--- src/rtl/uart_irq_pkg.sv ---
package uart_irq_pkg;

  localparam int REG_W = 32;

  // status bit positions (software decodes these)
  localparam int ST_TXREQ = 0;
  localparam int ST_RXTRG = 1;
  localparam int ST_RXTMO = 2;
  localparam int ST_FRERR = 3;
  localparam int ST_BRK   = 4;
  localparam int ST_OVR   = 5;
  localparam int ST_TXSET = 6;

  // control bit positions
  localparam int CT_TXEN  = 5;
  localparam int CT_RXEN  = 6;
  localparam int CT_ERREN = 7;
  localparam int CT_BREAK = 8;

  localparam logic [REG_W-1:0] CTRL_WMASK = 32'h0003_3FFF;
  localparam int               OFFSET_RST = 20;

  typedef struct packed {
    logic [1:0] tmo_code;
    logic [4:0] rx_offset;
    logic       brk;
    logic       en_err;
    logic       en_rx;
    logic       en_tx;
    logic [2:0] rx_trig;
    logic [1:0] tx_trig;
  } ctrl_t;

  // threshold in bytes for a transmit trigger code
  function automatic int unsigned tx_level_bytes(input logic [1:0] code);
    return (code == 2'd0) ? 0 : (32'd2 << code);
  endfunction

  // request from status bits and group enables
  function automatic logic cause_any(input logic [5:0] st, input logic en_tx,
                                     input logic en_rx, input logic en_err);
    return (en_tx  & st[ST_TXREQ]) |
           (en_rx  & (st[ST_RXTRG] | st[ST_RXTMO])) |
           (en_err & (st[ST_FRERR] | st[ST_BRK] | st[ST_OVR]));
  endfunction

  function automatic logic [REG_W-1:0] ctrl_pack(input ctrl_t c);
    logic [REG_W-1:0] w;
    w        = '0;
    w[1:0]   = c.tx_trig;
    w[4:2]   = c.rx_trig;
    w[CT_TXEN]  = c.en_tx;
    w[CT_RXEN]  = c.en_rx;
    w[CT_ERREN] = c.en_err;
    w[CT_BREAK] = c.brk;
    w[13:9]  = c.rx_offset;
    w[17:16] = c.tmo_code;
    return w;
  endfunction

  function automatic ctrl_t ctrl_unpack(input logic [REG_W-1:0] w);
    ctrl_t c;
    c.tx_trig   = w[1:0];
    c.rx_trig   = w[4:2];
    c.en_tx     = w[CT_TXEN];
    c.en_rx     = w[CT_RXEN];
    c.en_err    = w[CT_ERREN];
    c.brk       = w[CT_BREAK];
    c.rx_offset = w[13:9];
    c.tmo_code  = w[17:16];
    return c;
  endfunction

endpackage

--- src/rtl/uis_ctrl_reg.sv ---
module uis_ctrl_reg
  import uart_irq_pkg::*;
(
  input  logic             clk,
  input  logic             rst_n,
  input  logic             wr,
  input  logic [REG_W-1:0] wdata,
  output ctrl_t            ctrl,
  output logic [REG_W-1:0] ctrl_word
);
  localparam ctrl_t CTRL_RST = '{tmo_code: 2'd0, rx_offset: 5'(OFFSET_RST),
                                 brk: 1'b0, en_err: 1'b0, en_rx: 1'b0,
                                 en_tx: 1'b0, rx_trig: 3'd0, tx_trig: 2'd0};

  ctrl_t ctrl_q;

  always_ff @(posedge clk or negedge rst_n) begin
    if (!rst_n)  ctrl_q <= CTRL_RST;
    else if (wr) ctrl_q <= ctrl_unpack(wdata & CTRL_WMASK);
  end

  assign ctrl      = ctrl_q;
  assign ctrl_word = ctrl_pack(ctrl_q);
endmodule

--- src/rtl/uis_tx_watch.sv ---
module uis_tx_watch
  import uart_irq_pkg::*;
#(
  parameter int COUNT_W = 8
) (
  input  logic               clk,
  input  logic               rst_n,
  input  logic [1:0]         code,
  input  logic [COUNT_W-1:0] count,
  output logic [COUNT_W-1:0] level,
  output logic               hit
);
  logic below, below_q;

  assign level = COUNT_W'(tx_level_bytes(code));
  assign below = (count <= level);

  // FIFO starts empty, so the comparison starts "already below"
  always_ff @(posedge clk or negedge rst_n) begin
    if (!rst_n) below_q <= 1'b1;
    else        below_q <= below;
  end

  assign hit = below & ~below_q;
endmodule

--- src/rtl/uis_status.sv ---
module uis_status #(
  parameter int NLAT = 4
) (
  input  logic            clk,
  input  logic            rst_n,
  input  logic [NLAT-1:0] set_v,
  input  logic [NLAT-1:0] clr_v,
  output logic [NLAT-1:0] lat_q
);
  for (genvar i = 0; i < NLAT; i++) begin : g_lat
    always_ff @(posedge clk or negedge rst_n) begin
      if (!rst_n) lat_q[i] <= 1'b0;
      else        lat_q[i] <= set_v[i] | (lat_q[i] & ~clr_v[i]);
    end
  end
endmodule

--- src/rtl/uis_irq_gen.sv ---
module uis_irq_gen
  import uart_irq_pkg::*;
(
  input  logic       clk,
  input  logic       rst_n,
  input  logic [5:0] st,
  input  logic       en_tx,
  input  logic       en_rx,
  input  logic       en_err,
  output logic       cause,
  output logic       irq
);
  assign cause = cause_any(st, en_tx, en_rx, en_err);

  always_ff @(posedge clk or negedge rst_n) begin
    if (!rst_n) irq <= 1'b0;
    else        irq <= cause;
  end
endmodule

--- src/rtl/uart_irq_ctrl.sv ---
module uart_irq_ctrl
  import uart_irq_pkg::*;
#(
  parameter int              ADDR_W   = 4,
  parameter int              COUNT_W  = 8,
  parameter logic [ADDR_W-1:0] STAT_OFS = 'h0,
  parameter logic [ADDR_W-1:0] CTRL_OFS = 'h4
) (
  input  logic               clk,
  input  logic               rst_n,
  input  logic [ADDR_W-1:0]  reg_addr,
  input  logic               reg_wr,
  input  logic [31:0]        reg_wdata,
  output logic [31:0]        reg_rdata,
  input  logic               rx_trig_in,
  input  logic               rx_tmo_in,
  input  logic               fe_evt,
  input  logic               brk_evt,
  input  logic               ovr_evt,
  input  logic [COUNT_W-1:0] tx_count,
  output logic [COUNT_W-1:0] tx_lvl,
  output logic [2:0]         rx_trig_code,
  output logic [1:0]         tmo_code,
  output logic [4:0]         rx_offset,
  output logic               tx_break,
  output logic               irq
);
  localparam int NLAT = 4;  // latched bits 0,3,4,5

  ctrl_t            ctrl;
  logic [REG_W-1:0] ctrl_word;
  logic             wr_stat, wr_ctrl;
  logic             tx_hit;
  logic [NLAT-1:0]  set_v, clr_v, lat_q;
  logic [5:0]       stat_q;
  logic [REG_W-1:0] stat_word;
  logic             cause;

  assign wr_stat = reg_wr & (reg_addr == STAT_OFS);
  assign wr_ctrl = reg_wr & (reg_addr == CTRL_OFS);

  uis_ctrl_reg u_ctrl (
    .clk(clk), .rst_n(rst_n), .wr(wr_ctrl), .wdata(reg_wdata),
    .ctrl(ctrl), .ctrl_word(ctrl_word)
  );

  uis_tx_watch #(.COUNT_W(COUNT_W)) u_txw (
    .clk(clk), .rst_n(rst_n), .code(ctrl.tx_trig), .count(tx_count),
    .level(tx_lvl), .hit(tx_hit)
  );

  // latched order: {ovr, brk, fe, txreq}
  assign set_v = {ovr_evt, brk_evt, fe_evt, tx_hit | (wr_stat & reg_wdata[ST_TXSET])};
  assign clr_v = wr_stat ? {reg_wdata[ST_OVR], reg_wdata[ST_BRK],
                            reg_wdata[ST_FRERR], reg_wdata[ST_TXREQ]} : '0;

  uis_status #(.NLAT(NLAT)) u_stat (
    .clk(clk), .rst_n(rst_n), .set_v(set_v), .clr_v(clr_v), .lat_q(lat_q)
  );

  assign stat_q    = {lat_q[3], lat_q[2], lat_q[1], rx_tmo_in, rx_trig_in, lat_q[0]};
  assign stat_word = {{(REG_W-6){1'b0}}, stat_q};

  uis_irq_gen u_irq (
    .clk(clk), .rst_n(rst_n), .st(stat_q), .en_tx(ctrl.en_tx),
    .en_rx(ctrl.en_rx), .en_err(ctrl.en_err), .cause(cause), .irq(irq)
  );

  always_comb begin
    if (reg_addr == STAT_OFS)      reg_rdata = stat_word;
    else if (reg_addr == CTRL_OFS) reg_rdata = ctrl_word;
    else                           reg_rdata = '0;
  end

  assign rx_trig_code = ctrl.rx_trig;
  assign tmo_code     = ctrl.tmo_code;
  assign rx_offset    = ctrl.rx_offset;
  assign tx_break     = ctrl.brk;
endmodule

--- config.mk ---
export PLATFORM = sky130hd
export DESIGN_NAME = uart_irq_ctrl
export DESIGN_NICKNAME = d
export VERILOG_FILES = /design/src/rtl/uart_irq_pkg.sv /design/src/rtl/uis_ctrl_reg.sv /design/src/rtl/uis_tx_watch.sv /design/src/rtl/uis_status.sv /design/src/rtl/uis_irq_gen.sv /design/src/rtl/uart_irq_ctrl.sv
export SDC_FILE = /design/constraint.sdc
export NUM_CORES = 1
export LEC_CHECK = 0
export ABC_AREA = 1
export BUFFER_PORTS_ARGS = -buffer_cell sky130_fd_sc_hd__buf_2
export CAP_MARGIN = 0
export CORE_UTILIZATION = 43
export DETAILED_ROUTE_END_ITERATION = 10
export PLACE_DENSITY = 0.84
export SYNTH_ARGS = -nofsm -noshare
export SYNTH_HDL_FRONTEND = slang
export SYNTH_SLANG_ARGS = --single-unit
--- constraint.sdc ---
create_clock -name clk -period 2.6 [get_ports clk]
set_input_delay 0.26 -clock clk [delete_from_list [all_inputs] [get_ports clk]]
set_output_delay 0.26 -clock clk [all_outputs]
set_load 0.02 [all_outputs]
==> flow_summary.ini, run 1 <==
[floorplan]
initial_utilization_pct = 46.4
rows = 20
boundaryPins = 104
die_area_um2 = 3610
die_y_um = 60.1
fp.dieW_um = 60.1
core_um2 = 3130

[place]
io_buffers = 66
gp_congestion = 0.826
place_ws_ns = 0.856
dpl_cell_area_um2 = 1640
dp_hpwl_um = 2160

[synth]
synthesis.instances = 185
synth_warnings = 0
synth-async-reset-ratio_pct = 100
yosysUniqueCellTypes = 25
synth_top_area_share_pct = 32.8
yosysSeqAreaShare_pct = 38.2
synth_area_per_cell_um2 = 7.85
yosysTopAreaCell = dfrtp_1
synth.top_cells.by_area = dfrtp_1 33%, buf_4 16%, nand2_1 7.5%
yosys-top-cells-count = 31 x buf_4, 29 x nand2_1, 28 x inv_1, 25 x nor2_1, 19 x dfrtp_1
synth_edf_count = 0
syn_area_um2 = 1450
ys_ff_latch = 22
post-synth-top-count-cell = buf_4
synth-main-ff-cell = dfrtp_1

[grt]
grt_pass1_vias = 1041
grt_pass1_wl_um = 4510
grtUsageTotal_pct = 16.7
grt-ovfl-total = 0
antenna_found_initial = 0
grt_max_degree = 32

[clock_network]
numCtsBuffers = 3
cts_resized = 0
clkLatencyLatePin_ns = 0.30
clkTransAtPathRegs_ns = 0.12
clockRootBuffer = clkbuf_4
tritoncts = yes
clock_sinks = 22
cts_buffer_depth = 2
h-tree-depth = 1

[critical_path]
cpPeakStageDelay_ns = 0.23
crit_path_end_kind = output pin
criticalPathCategory = in -> out
path_common_cell = buf_2
cp_top_family = buffers and inverters
cp_slowest_cell = nor2_4
cp_cell_sequence = buf_2 > nor2_4 > nand2_4 > nor2_8 > inv_1 > o21ai_0 > buf_2
path_buf_inv = 3
worst-endpoint-arrival_ns = 1.48
worstPathMaxFanout = 12
startpoint_type = input port
cp.required_ns = 2.34

[power_and_ir_drop]
power_density_nw_per_um2 = 564
p_leak_nw = 1.01
pwr-share-clk_pct = 19.5
p_sw_mw = 0.349
p_total_mw = 0.949
seq_power_share_pct = 45.9
pwr-share-comb_pct = 34.6
p_int_mw = 0.600
irDropWorstVdd_mv = 0.273
swShare_pct = 36.8

[detailed_routing]
ant_nets = 0
wirelength_um = 2810
dr.pass1.iters = 4
drt_iter0_markers = 37
avgRoutedWirePerCell_um = 9.87
vias = 1226
vias_per_cell = 4.30
drc = 0

[cells_and_area]
drive_above_1_share_pct = 35.7
n_antenna_cell = 0
fin_area_um2 = 1680
area.growth.synth_to_final_pct = 16.0
nNetsFinal = 297

[sta]
tns_ns = 0
max_clock_freq_ghz = 0.575
rsz0062_at_grt = false
setup_viol = 0
hold_viol = 0
timing.final.crit_share_pct = 66.8
setup_slack_ns = 0.862
fin_worst_skew_ns = 0.00966
post-route-min-period_ns = 1.74
slew_violations = 0

[hold_path]
hp-class = in -> reg

[run_status]
status = complete, no violations

[run]
cap_violations = 0
## cell type report
class	instances	area [um^2]
Multi-Input combinational cell	120	593
Fill cell	326	1440
Sequential cell	22	554
Inverter	28	105
Timing Repair Buffer	67	340
Tap cell	44	55.1
Clock buffer	4	36.3
## flip-flops by register name (all words and copies together) (netlist names)
signal and cells:
u_stat.lat_q 4, u_ctrl.ctrl 16, u_irq.irq 1, u_txw.below_q 1
## worst paths after layout
kind / startpoint / to / slack, ns / cells after the start
max reg2reg: u_ctrl.ctrl[1]$_DFFE_PN0P_ / u_stat.lat_q[0]$_DFF_PN0_ / 1.16 / 10
max: reg_addr[1] / reg_rdata[1] / 0.86 / 7
min: fe_evt / u_stat.lat_q[1]$_DFF_PN0_ / 0.13 / 3
min in group asynchronous: rst_n / u_ctrl.ctrl[5]$_DFFE_PN0P_ / 0.46 / 2
max in group asynchronous: rst_n / u_ctrl.ctrl[11]$_DFFE_PN1P_ / 1.76 / 2
min reg2reg: u_ctrl.ctrl[13]$_DFFE_PN1P_ / u_ctrl.ctrl[13]$_DFFE_PN1P_ / 0.49 / 2
## cells by family (layout without fill, tap and decap cells)
| family | Yosys count | count (layout) | share of synthesized area [%] |
|---|---|---|---|
| other | 1 | 21 | 0.258 |
| AND/OR/NAND/NOR | 73 | 73 | 23.2 |
| flip-flops | 22 | 22 | 38.2 |
| adder cells (fa/ha/maj) | 3 | 3 | 2.59 |
| AO/OA/AOI/OAI | 23 | 23 | 9.65 |
| buffers and inverters | 63 | 99 | 26.1 |
## power groups by stage
stage	Clock (mW)	Sequential (mW)	Combinational, mW
3_3_place_gp	0	0.441	0.324
4_1_cts	0.196	0.435	0.332
5_1_grt	0.213	0.446	0.370
3_5_place_dp	0	0.441	0.331
6_report	0.185	0.436	0.329
2_1_floorplan	0	0.445	0.283
## through the flow
stage | hold WS [ns] | cells | utilization (%)
4_1_cts | 0.125 | 285 | 53.8
5_1_grt | 0.113 | 285 | 53.8
2_1_floorplan | -0.0356 | 205 | -
3_5_place_dp | 0.255 | 280 | 52.4
3_3_place_gp | 0.252 | 280 | 52.4
6_report | 0.128 | 285 | 53.8
## layout by cell type (no fill, tap or decap), drive strengths merged, types with 2 or more instances in the layout
master	Yosys	final
buf	34	66
nand2	31	31
clkbuf	1	4
ha	3	3
dfrtp	19	19
inv	28	28
o21ai	10	10
nor3	2	2
a21oi	12	12
nor2	29	29
nand3	9	9
conb	1	21
dfstp	3	3
## worst register-to-register path, stage by stage, from the launching register on
cell and delay [ns]:
dfrtp_1 0.38, inv_1 0.07, nor2_1 0.12, inv_1 0.06
ha_1 0.28, nand2_1 0.07, nor3_1 0.15, nand2_1 0.07
nand2_1 0.09, nand2_1 0.06, nand2_1 0.05
## what timing repair did
action | in CTS | in global routing
buffers inserted | 0 | 0
endpoints found under the hold margin | 19 | 0
hold buffers | 1 | 0
## metal layers
metal	vias to the layer above	share of wire, %	track usage (%)
met5	-	0	0
met4	0	0.43	3.99
met3	2	6.7	3.90
met2	59	47	28.3
met1	540	46	21.4
li1	625	-	-
Note: power is estimated with default switching activity, not from simulation.
==> inputs of run 2 (changes only) <==
- CORE_UTILIZATION: 43 -> 41
- PLACE_DENSITY: 0.84 -> 0.81
- clock period: 2.6 -> 1.7 ns (I/O delays scaled with it)
==> flow_summary.ini, run 2 (synthesis results as in run 1) <==
[grt]
grt_pass1_wl_um = 4370
grt.busiest_layer = met2
met3_usage_pct = 3.15
antenna_found_initial = 0
grtUsageMet1_pct = 20.0
grt_util_met2_pct = 27.0
grtUsageTotal_pct = 15.6
grt_pass1_vias = 1033
grt-ovfl-total = 0
grt_max_degree = 32

[detailed_routing]
avgRoutedWirePerCell_um = 10.1
ant_nets = 0
drt_iter0_markers = 44
wirelength_um = 2910
dr.pass1.iters = 4
drc = 0
vias_per_cell = 4.27
vias = 1231

[sta]
setup_slack_ns = 0.232
timing.final.crit_share_pct = 86.4
slew_violations = 0
max_clock_freq_ghz = 0.681
hold_viol = 0
fin_worst_skew_ns = 0.00758
rsz0062_at_grt = false
post-route-min-period_ns = 1.47
setup_viol = 0
tns_ns = 0

[critical_path]
cp.required_ns = 1.95
worst-endpoint-arrival_ns = 1.72
crit_path_end_kind = flop
worstPathMaxFanout = 3
ff2ff_path_depth = 10
criticalPathCategory = reg -> reg
startpoint_type = flop

[clock_network]
numCtsBuffers = 3
tritoncts = yes
postCtsSetupBuffers = 0
cts_resized = 0
clock_sinks = 22
cts_buffer_depth = 2
h-tree-depth = 1
clkTransAtPathRegs_ns = 0.12
clkLatencyLatePin_ns = 0.30
clockRootBuffer = clkbuf_4

[cells_and_area]
drive_above_1_share_pct = 35.5
nFillCells = 360
fin_area_um2 = 1680
area.growth.synth_to_final_pct = 16.0
layout_common_cells = 66 x buf_2, 29 x nand2_1, 28 x inv_1
final_common_cell = buf_2
nNetsFinal = 298
largest_register_ffs = 16
final_util_pct = 50.1
n_antenna_cell = 0

[place]
dpl_cell_area_um2 = 1650
place_ws_ns = 0.260
io_buffers = 66
dp_hpwl_um = 2260
gp_congestion = 0.756

[run_status]
status = complete, no violations

[hold_path]
hp-class = in -> reg
hold_path_depth = 3

[floorplan]
die_area_um2 = 3780
die_y_um = 61.5
rows = 21
fp.dieW_um = 61.5
initial_utilization_pct = 43.2
boundaryPins = 104
core_um2 = 3360

[run]
cap_violations = 0

[power_and_ir_drop]
p_total_mw = 1.42
p_leak_nw = 1.01
power_density_nw_per_um2 = 843
irDropWorstVdd_mv = 0.371
[run 2: changes by cell type in the layout (fill, tap and decap cells not counted)]
cell	change
buf_4	+1
clkbuf_1	+1
clkbuf_8	-1
[run 2: final cells by class]
class	instances	area, um^2	share of cell area (%)
clock buffer	4	26.3	1.56
multi-input combinational	120	593	35.2
timing repair buffer	68	348	20.7
tap	46	57.6	3.42
sequential	22	554	32.9
inverter	28	105	6.24
[run 2: where the power goes]
part,switching (mW),internal (mW)
combinational,0.338,0.172
clock,0.150,0.0913
sequential,0.0512,0.618
[run 2: path summary, 6_finish.rpt]
| kind | slack (ns) | endpoint | from |
|---|---|---|---|
| hold reg to reg | 0.50 | u_ctrl.ctrl[13]$_DFFE_PN1P_ | u_ctrl.ctrl[13]$_DFFE_PN1P_ |
| hold / removal | 0.04 | u_stat.lat_q[2]$_DFF_PN0_ | brk_evt |
| min in group asynchronous | 0.35 | u_ctrl.ctrl[0]$_DFFE_PN0P_ | rst_n |
| max in group asynchronous | 0.99 | u_ctrl.ctrl[13]$_DFFE_PN1P_ | rst_n |
| setup / recovery | 0.23 | u_stat.lat_q[0]$_DFF_PN0_ | u_ctrl.ctrl[0]$_DFFE_PN0P_ |
| setup reg to reg | 0.23 | u_stat.lat_q[0]$_DFF_PN0_ | u_ctrl.ctrl[0]$_DFFE_PN0P_ |
[run 2: repair_timing]
item,in CTS,in global routing
setup endpoints to repair,0,0
endpoints found under the hold margin,19,0
hold buffers,1,0
[run 2: per-stage QoR]
step	std cells	hold WS [ns]
global route	288	0.0312
finish	288	0.0394
floorplan	205	-0.126
CTS	288	0.0276
detailed placement	283	0.166
global placement	283	0.164
[run 2: per-layer routing]
layer | vias to the layer above | routed length (um)
met3 | 2 | 234
met1 | 544 | 1210
li1 | 628 | -
met4 | 0 | 19
met2 | 57 | 1440
met5 | - | 0
[run 2: critical path: stages, from the launching register on]
cell and delay, ns:
dfrtp_1 0.40, inv_1 0.08, nor2_1 0.12, inv_1 0.06
ha_1 0.28, nand2_1 0.07, nor3_1 0.15, nand2_1 0.07
nand2_1 0.09, nand2_1 0.06, nand2_1 0.05
==> inputs of run 3 (changes only) <==
- SETUP_SLACK_MARGIN: not set -> 0.5
==> flow_summary.ini, run 3 (synthesis results as in run 1) <==
[power_and_ir_drop]
irDropWorstVdd_mv = 0.481
power_density_nw_per_um2 = 802
pwr-share-clk_pct = 17.6
seq_power_share_pct = 41.5
p_leak_nw = 1.10
p_sw_mw = 0.619
pwr-share-comb_pct = 40.8
p_int_mw = 1.02
swShare_pct = 37.8

[place]
dp_hpwl_um = 2260
dpl_cell_area_um2 = 1710
gp_congestion = 0.764
io_buffers = 66

[detailed_routing]
dr.pass1.iters = 4
vias = 1323
wirelength_um = 3180
drc = 0
ant_nets = 0
vias_per_cell = 4.40
avgRoutedWirePerCell_um = 10.6
drt_iter0_markers = 30

[sta]
tns_ns = 0
slew_violations = 0
hold_viol = 0
worst_pin_slew_ns = 0.506
post-route-min-period_ns = 1.47
timing.final.crit_share_pct = 86.5
rsz0062_at_grt = true
relSlewSlack_pct = 66.3
setup_viol = 0
fin_worst_skew_ns = 0.00416
hold_slack_ns = 0.0390
max_clock_freq_ghz = 0.680

[critical_path]
criticalPathCategory = reg -> reg
path_common_cell = nand2_1
cp_slowest_cell = dfrtp_1
worst-endpoint-arrival_ns = 1.67
path_buf_inv = 2
startpoint_type = flop
cp.required_ns = 1.90
cpPeakStageDelay_ns = 0.44
timing.rr.start = u_ctrl.ctrl[0]$_DFFE_PN0P_
cp_top_family = simple AND/OR/NAND/NOR gates
cp_cell_sequence = inv_2 > nor2_4 > inv_1 > ha_1 > nand2_2 > nand3_2 > nand2_1 > nand2_1 > nand2_2 > nand2_1 > nand2_1
crit_path_end_kind = flop
crit_start = u_ctrl.ctrl[0]$_DFFE_PN0P_
worstPathMaxFanout = 3

[cells_and_area]
layout_common_cells = 45 x buf_2, 27 x nand2_1, 21 x conb_1
fin_area_um2 = 2040
n_antenna_cell = 0
final_util_pct = 60.8
largest_register_ffs = 16
area.growth.synth_to_final_pct = 40.8
nFillCells = 313
final_common_cell = buf_2
nNetsFinal = 311
drive_above_1_share_pct = 49.4

[clock_network]
cts_buffer_depth = 2
clkLatencyLatePin_ns = 0.30
tritoncts = yes
clockRootBuffer = clkbuf_4
clock_sinks = 22
h-tree-depth = 1
numCtsBuffers = 3
clkTransAtPathRegs_ns = 0.12

[floorplan]
fp.dieW_um = 61.5
die_area_um2 = 3780
initial_utilization_pct = 43.2
rows = 21
die_y_um = 61.5
boundaryPins = 104
core_um2 = 3360

[grt]
grt-ovfl-total = 0
antenna_found_initial = 0
grt_max_degree = 32
grt_pass1_wl_um = 4380
grtUsageTotal_pct = 15.8
grt_pass1_vias = 1082

[run_status]
status = complete, no violations

[hold_path]
hp-class = in -> reg
min_from = brk_evt

[run]
cap_violations = 0
run 3: path summary, 6_finish.rpt:
| kind | endpoint | slack, ns | cells after the start |
|---|---|---|---|
| setup / recovery | u_stat.lat_q[0]$_DFF_PN0_ | 0.23 | 11 |
| hold / removal | u_stat.lat_q[2]$_DFF_PN0_ | 0.04 | 3 |
| setup reg to reg | u_stat.lat_q[0]$_DFF_PN0_ | 0.23 | 11 |
| hold reg to reg | u_ctrl.ctrl[13]$_DFFE_PN1P_ | 0.49 | 2 |
| max in group asynchronous | u_txw.below_q$_DFF_PN1_ | 0.97 | 2 |
| min in group asynchronous | u_ctrl.ctrl[12]$_DFFE_PN0P_ | 0.37 | 2 |
run 3: layer usage:
layer,up-vias,global-route usage (%),part of all wire [%],routed length [um]
met5,-,0,0,0
met4,0,6.03,0.44,14
met3,2,3.78,7.4,235
met2,54,26.9,50,1590
met1,607,19.2,42,1350
li1,660,-,-,-
run 3: power by group through the flow:
stage | clock network (mW) | registers, mW | logic [mW]
floorplan | 0 | 0.686 | 0.463
global placement | 0 | 0.680 | 0.530
detailed placement | 0 | 0.683 | 0.540
CTS | 0.302 | 0.675 | 0.600
global route | 0.316 | 0.690 | 0.737
finish | 0.289 | 0.681 | 0.669
run 3: repair_timing:
action                                  4_1_cts  5_1_grt
endpoints found under the hold margin        19        0
pin swaps                                     5       15
endpoints found under the setup margin       17       23
resized for setup                            27       38
hold buffers                                  1        0
setup buffers                                 7        5
run 3: stage by stage:
step	instances	setup WS [ns]	power, mW
2_1_floorplan	205	0.282	1.15
3_3_place_gp	284	0.285	1.21
3_5_place_dp	284	0.260	1.22
4_1_cts	296	0.247	1.58
5_1_grt	301	0.138	1.74
6_report	301	0.229	1.64
run 3: tightest hold or removal path, stage by stage:
cell     delay (ns)
buf_2          0.07
inv_1          0.03
nand2_1        0.04
run 3: area by class of cell:
cell class              instances  area (um^2)  area share (%)
repair buffers                 81          586            28.7
inverters                      28          110            5.39
multi-input cells             120          699            34.2
flip-flops and latches         22          554            27.1
clock buffers                   4         36.3            1.78
well taps                      46         57.6            2.82
